<file path="src/rtl/clk_mode_pkg.sv">
package clk_mode_pkg;

  typedef enum logic [1:0] {
    MODE_INT_PLL    = 2'd0,
    MODE_EXT_PLL    = 2'd1,
    MODE_EXT_BYPASS = 2'd2
  } clkMode_e;

  // strobes from control to datapath
  typedef struct packed {
    logic qualRun;    // qualifier result may be counted
    logic flagClear;  // drop count and stored flag
    logic divLoad;    // divider may be updated
  } ctrlStrobe_t;

endpackage

</file>
<file path="src/rtl/clk_mode_ctrl.sv">
module clk_mode_ctrl
  import clk_mode_pkg::*;
(
  input  logic        clk,
  input  logic        rstN,
  input  logic        pllSelBit,
  input  logic        oscEnBit,
  input  logic        pllLock,
  input  logic        oscUpGated,
  output clkMode_e    modeQ,
  output ctrlStrobe_t strobe
);

  clkMode_e modeNext;

  always_comb begin
    modeNext = modeQ;
    if (!oscEnBit) begin
      modeNext = MODE_INT_PLL;
    end else begin
      case (modeQ)
        MODE_INT_PLL:    modeNext = MODE_EXT_PLL;
        MODE_EXT_PLL:    if (!pllSelBit && oscUpGated) modeNext = MODE_EXT_BYPASS;
        MODE_EXT_BYPASS: if (pllSelBit) modeNext = MODE_EXT_PLL;
        default:         modeNext = MODE_INT_PLL;
      endcase
    end
  end

  always_ff @(posedge clk or negedge rstN) begin
    if (!rstN) modeQ <= MODE_INT_PLL;
    else       modeQ <= modeNext;
  end

  always_comb begin
    strobe.qualRun   = (modeQ != MODE_INT_PLL) && pllLock && oscEnBit;
    strobe.flagClear = !strobe.qualRun;
    strobe.divLoad   = (modeQ == MODE_INT_PLL);
  end

  AST_BYPASS_NEEDS_UP: assert property (@(posedge clk) disable iff (!rstN)
    (modeQ == MODE_EXT_BYPASS && $past(modeQ) != MODE_EXT_BYPASS) |-> $past(oscUpGated));
  AST_BYPASS_REFUSED: assert property (@(posedge clk) disable iff (!rstN)
    (modeQ == MODE_EXT_PLL && !oscUpGated && oscEnBit) |=> (modeQ != MODE_EXT_BYPASS));
  AST_DISABLE_TO_INT: assert property (@(posedge clk) disable iff (!rstN)
    !oscEnBit |=> (modeQ == MODE_INT_PLL));
  AST_BYPASS_EXIT: assert property (@(posedge clk) disable iff (!rstN)
    (modeQ == MODE_EXT_BYPASS && pllSelBit && oscEnBit) |=> (modeQ == MODE_EXT_PLL));

endmodule

</file>
<file path="src/rtl/clk_mode_dp.sv">
module clk_mode_dp
  import clk_mode_pkg::*;
#(
  parameter int GOOD_TICKS = 4,
  parameter int DIV_W      = 4
) (
  input  logic              clk,
  input  logic              rstN,
  input  ctrlStrobe_t       strobe,
  input  logic              qualTick,
  input  logic              oscGood,
  input  logic [DIV_W-1:0]  refDiv,
  output logic              oscUpReg,
  output logic              lostPulse,
  output logic [DIV_W-1:0]  refDivReg
);

  localparam int CNT_W = $clog2(GOOD_TICKS + 1);
  localparam logic [CNT_W-1:0] CNT_MAX = CNT_W'(GOOD_TICKS);

  logic [CNT_W-1:0] goodCnt;
  logic [CNT_W-1:0] cntInc;

  assign cntInc = (goodCnt == CNT_MAX) ? goodCnt : goodCnt + 1'b1;

  always_ff @(posedge clk or negedge rstN) begin
    if (!rstN) begin
      goodCnt  <= '0;
      oscUpReg <= 1'b0;
    end else if (strobe.flagClear) begin
      goodCnt  <= '0;
      oscUpReg <= 1'b0;
    end else if (strobe.qualRun && qualTick) begin
      if (oscGood) begin
        goodCnt <= cntInc;
        if (cntInc == CNT_MAX) oscUpReg <= 1'b1;
      end else begin
        goodCnt <= '0;
      end
    end
  end

  always_ff @(posedge clk or negedge rstN) begin
    if (!rstN) lostPulse <= 1'b0;
    else       lostPulse <= oscUpReg && strobe.flagClear;
  end

  always_ff @(posedge clk or negedge rstN) begin
    if (!rstN)              refDivReg <= '0;
    else if (strobe.divLoad) refDivReg <= refDiv;
  end

  AST_UP_NEEDS_GOOD_TICK: assert property (@(posedge clk) disable iff (!rstN)
    $rose(oscUpReg) |-> $past(qualTick && oscGood && strobe.qualRun));
  AST_BAD_TICK_RESTART: assert property (@(posedge clk) disable iff (!rstN)
    (strobe.qualRun && qualTick && !oscGood && !oscUpReg) |=> !oscUpReg);
  AST_CLEAR_DROPS_FLAG: assert property (@(posedge clk) disable iff (!rstN)
    strobe.flagClear |=> !oscUpReg);
  AST_LOST_ONE_CYCLE: assert property (@(posedge clk) disable iff (!rstN)
    lostPulse |=> !lostPulse);
  AST_LOST_ON_FALL: assert property (@(posedge clk) disable iff (!rstN)
    lostPulse |-> ($past(oscUpReg) && !oscUpReg));
  AST_DIV_FROZEN: assert property (@(posedge clk) disable iff (!rstN)
    !strobe.divLoad |=> $stable(refDivReg));

endmodule

</file>
<file path="src/rtl/clk_mode_top.sv">
module clk_mode_top
  import clk_mode_pkg::*;
#(
  parameter int GOOD_TICKS = 4,
  parameter int DIV_W      = 4
) (
  input  logic             clk,
  input  logic             rstN,
  input  logic             pllSelBit,
  input  logic             oscEnBit,
  input  logic [DIV_W-1:0] refDiv,
  input  logic             pllLock,
  input  logic             qualTick,
  input  logic             oscGood,
  output logic [1:0]       modeOut,
  output logic             busSelPll,
  output logic             refSelOsc,
  output logic             qualEn,
  output logic             oscUp,
  output logic             statusLost,
  output logic [DIV_W-1:0] refDivOut
);

  clkMode_e    modeQ;
  ctrlStrobe_t strobe;
  logic        oscUpReg;

  // flag is only meaningful while the VCO-clocked qualifier runs
  assign oscUp = oscUpReg & pllLock;

  clk_mode_ctrl uCtrl (
    .clk        (clk),
    .rstN       (rstN),
    .pllSelBit  (pllSelBit),
    .oscEnBit   (oscEnBit),
    .pllLock    (pllLock),
    .oscUpGated (oscUp),
    .modeQ      (modeQ),
    .strobe     (strobe)
  );

  clk_mode_dp #(
    .GOOD_TICKS (GOOD_TICKS),
    .DIV_W      (DIV_W)
  ) uDp (
    .clk       (clk),
    .rstN      (rstN),
    .strobe    (strobe),
    .qualTick  (qualTick),
    .oscGood   (oscGood),
    .refDiv    (refDiv),
    .oscUpReg  (oscUpReg),
    .lostPulse (statusLost),
    .refDivReg (refDivOut)
  );

  assign modeOut   = modeQ;
  assign busSelPll = (modeQ != MODE_EXT_BYPASS);
  assign refSelOsc = (modeQ != MODE_INT_PLL);
  assign qualEn    = (modeQ != MODE_INT_PLL);

endmodule

</file>
<file path="config.mk">
export PLATFORM = sky130hd
export DESIGN_NAME = clk_mode_top
export DESIGN_NICKNAME = d
export VERILOG_FILES = /design/src/rtl/clk_mode_pkg.sv /design/src/rtl/clk_mode_ctrl.sv /design/src/rtl/clk_mode_dp.sv /design/src/rtl/clk_mode_top.sv
export SDC_FILE = /design/constraint.sdc
export NUM_CORES = 1
export LEC_CHECK = 0
export BUFFER_PORTS_ARGS = -buffer_cell sky130_fd_sc_hd__buf_4
export CAP_MARGIN = 10
export CORE_AREA = 4 4 41 43
export DETAILED_ROUTE_END_ITERATION = 7
export DIE_AREA = 0 0 45 47
export GPL_TIMING_DRIVEN = 0
export PLACE_DENSITY = 0.77
export SKIP_LAST_GASP = 1
export SYNTH_ARGS = -nofsm -noshare
export SYNTH_HDL_FRONTEND = slang
export SYNTH_SLANG_ARGS = --single-unit
</file>
<file path="constraint.sdc">
create_clock -name clk -period 1.7 [get_ports clk]
set_input_delay 0.425 -clock clk [delete_from_list [all_inputs] [get_ports clk]]
set_output_delay 0.425 -clock clk [all_outputs]
set_load 0.02 [all_outputs]
</file>
Yosys cells after proc, flatten, opt, wreduce, memory -nomap -nowiden --
Index checks and enable logic that the tools add are counted.
Storage, ports and cells: register bits after elaboration 11, bits of input ports 11
Cells by class: equality and inequality tests 10, $add $sub $neg 1, reduce and logical (&&, ||, !) cells 11, mux-type cells 12, bitwise logic cells 1
Operators by type and width (number):
- 2-to-1 mux 3 bit | 4
- inequality test 2 bit, second input constant | 4
- equality test 3 bit, second input constant | 2
- 2-to-1 mux 2 bit | 3
- case mux 2 bit (3 select lines) | 1
- logical AND 1 bit | 5
- 2-to-1 mux 1 bit | 4
- adder 3 x 1 -> 3 bit, second input constant | 1
- inequality test 3 x 2 -> 1 bit, second input constant | 1
- inequality test 3 bit, second input constant | 1
- AND reduction 3 bit | 1
- equality test 2 x 1 -> 1 bit, second input constant | 1
- equality test 2 bit, second input constant | 1
- zero test 1 bit | 2
- zero test 2 bit | 1
- AND reduction 2 bit | 1
- nonzero test 2 bit | 1
- AND 1 bit | 1

Longest topological paths before layout --
word-level depth 7, mapped depth 6, mapped depth without buffers 6

Modules after synthesis --
From an unflattened synthesis, not the netlist that was laid out.
Unflattened totals: cell total of the unflattened synthesis 55, area, all modules 576.8 sq um
By module, submodules not included:
- clk_mode_dp | area an instance 430.4 sq um, cells each 37, times used 1
- clk_mode_ctrl | area an instance 120.1 sq um, cells each 14, times used 1
- clk_mode_top | area an instance 26.3 sq um, cells each 4, times used 1

Least setup slack after synthesis --
Ideal clock, no wire load.
path type register -> output, start register uCtrl.modeQ[1], end output port refSelOsc, arrival 996 ps, stages on the path, launching flop included 4, buffers on the path 1, slack 279 ps, cells stage by stage dfrtp_1 > nor2_2 > inv_2 > buf_4
On the way: cells in the longest elaborated chain, start to end 1
Ends and longest elaborated chain:
- from (decl) | line clk_mode_ctrl.sv:10 | output clkMode_e modeQ,
- from (signal assigned) | line clk_mode_ctrl.sv:32 | else modeQ <= modeNext;
- nonzero test 2 bit
- to (decl) | line clk_mode_top.sv:17 | output logic refSelOsc,
Every way passes these cells.

Final worst setup path --
start register uCtrl.modeQ[0], end output port refSelOsc
On the way: cells in the longest elaborated chain, start to end 1
Ends and longest elaborated chain:
- nonzero test 2 bit | line clk_mode_top.sv:59 | assign refSelOsc = (modeQ != MODE_INT_PLL);
Every way passes these cells.

==> results.md <==
* Worst vdd ir at 0.584 mV
* Fin Clk Skew at 0.00148 ns
* Largest net degree at the start of global routing at 12
* Worst slew margin at 0.844
* Post-synthesis net count at 67
* CP Launch Type: flop
* Placed cells at 90
* Yosys top cell area share at 0.491
* RD Place Congestion at 0.776
* Remaining global-route overflow at 0
* First-pass detailed-route iteration total at 4
* Initial DRC count at 5
* Worst hold-check path type: primary input to flop
* Sink Count at 11
* CTS Buffer Depth at 2
* Seq/Total Area, Yosys at 0.491
* GR Util All Layers at 0.146
* Die height at 47 µm
* Min Clock Period, post-route at 1.60 ns
* Cell count after synthesis at 54
* Via density at 5.02
* Max Fclk at 0.625 GHz
* # DRC at 0
* Clock tree from TritonCTS: built
* Most common cell on crit path: buf_4
* Netlist Area Pre-Place at 561 µm²
* Worst path slowest cell: dfrtp_1
* Die Span X at 45 µm
* ANT cells at 0
* Sw Pwr at 143 µW
* WL/cell at 12.8 µm
* Vias at 482
* Clock Latency Late Sink at 0.27 ns
* Seq pwr share at 0.508
* CP cell instances: nor2_4, inv_2, buf_4, buf_4
* Layout cells sized above 1 at 0.432
* Num CTS Buffers at 3
* Clk slew on worst S/H paths at 0.07 ns
* Area contributors post-synth: dfrtp_1 49%, mux2_2 8.0%, nand2_1 4.7%
* Clock share of power at 0.316
* Worst path required time at 1.27 ns
* Yosys Warn Count at 0
* Top cells by count, synth: 11 x dfrtp_1, 7 x nand2_1, 4 x inv_1, 4 x mux2_2, 3 x o21ai_0
* Final Hold Fails at 0
* Power Total at 553 µW
* Flops & latches, synth at 11
* Unrepaired setup endpoints after global routing: no
* Slew @ Worst Pin at 0.231 ns
* Post-route clock period utilization at 0.941
* Combinational Power Share at 0.176
* CP Data Arrival Time at 1.17 ns
* Vias in the first global route at 506
* IO buf count at 21
* Synth async-reset ratio at 1.00
* Rows at 13
* Layout area overhead at 40.4%
* Final setup violation count at 0
* Clock root cell: clkbuf_4
* Routed wire length at 1230 µm
* Final cell count without fillers at 96
* Io pins at 22
* Most common cell in the synthesized netlist: dfrtp_1
* Antenna viol nets, final at 0
* Area leader, netlist: dfrtp_1
* Unique masters post-synth at 24
* Switching Share at 0.258
* Leakage at 0.388 nW
* Worst setup EP type: primary output
* CORE AREA at 1300 µm²
* CP max stage delay at 0.43 ns
* H-Tree Depth at 1
* Worst-path fanout max at 5
* Total power divided by cell area at 703 nW/µm²
* Slew Viols, Final at 0
* Internal at 410 µW
* Main synth FF type: dfrtp_1
* Post-route setup TNS at 0 ns
* Status: finished clean
* First-pass GRT wire length at 2130 µm
* Max Cap Viol at 0
* Syn avg cell area at 10.4 µm²
* Crit Path Class: flop to primary output
* Nets at 95
* Initial core utilization at 0.431
* Post-synth EDFFs at 0
* Die ar. at 2120 µm²
* Hpwl dp at 935 µm
* Initial antenna violation count at 0
registers in the layout, summed over array words and instances, names as in the netlist:
| register | flops |
|---|---|
| uCtrl.modeQ | 2 |
| uDp.goodCnt | 3 |
| uDp.oscUpReg | 1 |
| uDp.refDivReg | 4 |
| uDp.lostPulse | 1 |
critical path, delay by kind of cell (launching register included):
family / cells / cell delay [ns]
flops: 1 / 0.43
buf+inv: 3 / 0.32
simple gates: 1 / 0.15
cells in the final DEF (no fill, tap or decap), types with 2 or more instances in the layout:
cell      Yosys  routed
o21ai_0       3       3
clkbuf_4      0       3
dfrtp_1      11      11
a31oi_1       2       2
mux2i_1       2       2
inv_1         4       4
nand2_1       7       7
a21oi_1       2       2
buf_4         1      23
nand2b_1      2       2
ha_1          2       2
mux2_2        4       4
nand3_1       2       2
stage by stage:
step	instance area, µm²	setup WS, ns	hold slack, ns	utilization
3_3_place_gp	737	0.180	0.263	0.566
6_report	787	0.101	0.352	0.605
3_5_place_dp	737	0.143	0.264	0.566
5_1_grt	787	0.00705	0.352	0.605
4_1_cts	787	0.0982	0.348	0.605
2_1_floorplan	561	0.279	0.129	-
kinds of logic after synthesis:
group | Yosys count | share of synthesized area
DFF | 11 | 0.491
muxes | 6 | 0.116
AOI/OAI and AO/OA | 11 | 0.141
and+or+nand+nor | 18 | 0.161
buffers and inverters | 6 | 0.0469
adders and majority gates | 2 | 0.0446
layer usage:
| layer | up-vias | part of all wire | track usage |
|---|---|---|---|
| met4 | 0 | 0 | 0.0351 |
| met3 | 0 | 0.055 | 0.0728 |
| li1 | 244 | - | - |
| met1 | 225 | 0.38 | 0.142 |
| met5 | - | 0 | 0 |
| met2 | 13 | 0.56 | 0.274 |
area by class of cell:
class	instances	area (µm²)
clock buffers	3	22.5
flip-flops and latches	11	275
fillers	114	514
inverters	5	18.8
clock inverters	1	5.00
repair buffers	23	175
well taps	15	18.8
multi-input cells	37	264
plain buffers	1	7.51
what timing repair did:
item                                    4_1_cts  5_1_grt
buffers inserted                              1        0
hold buffers                                  1        0
endpoints found under the setup margin        1        0
gates resized for setup                       1        0
hold endpoints to repair                     11        0
power by group through the flow:
stage / Combinational (mW) / Sequential [mW] / Clock (mW)
2_1_floorplan: 0.0262 / 0.298 / 0
3_3_place_gp: 0.0916 / 0.284 / 0
3_5_place_dp: 0.0928 / 0.285 / 0
4_1_cts: 0.0975 / 0.280 / 0.180
5_1_grt: 0.105 / 0.283 / 0.204
6_report: 0.0973 / 0.281 / 0.175
worst paths after layout:
check | startpoint | to | slack, ns | depth (start not counted)
max reg2reg | uDp.goodCnt[0] | uDp.oscUpReg | 0.13 | 6
min in group asynchronous | rstN | uCtrl.modeQ[0] | 0.52 | 2
min | oscEnBit | uDp.lostPulse | 0.35 | 2
min reg2reg | uDp.refDivReg[3] | uDp.refDivReg[3] | 0.51 | 1
max | uCtrl.modeQ[0] | refSelOsc | 0.10 | 4
max in group asynchronous | rstN | uDp.oscUpReg | 1.03 | 2
(Power assumes the default switching activity.)
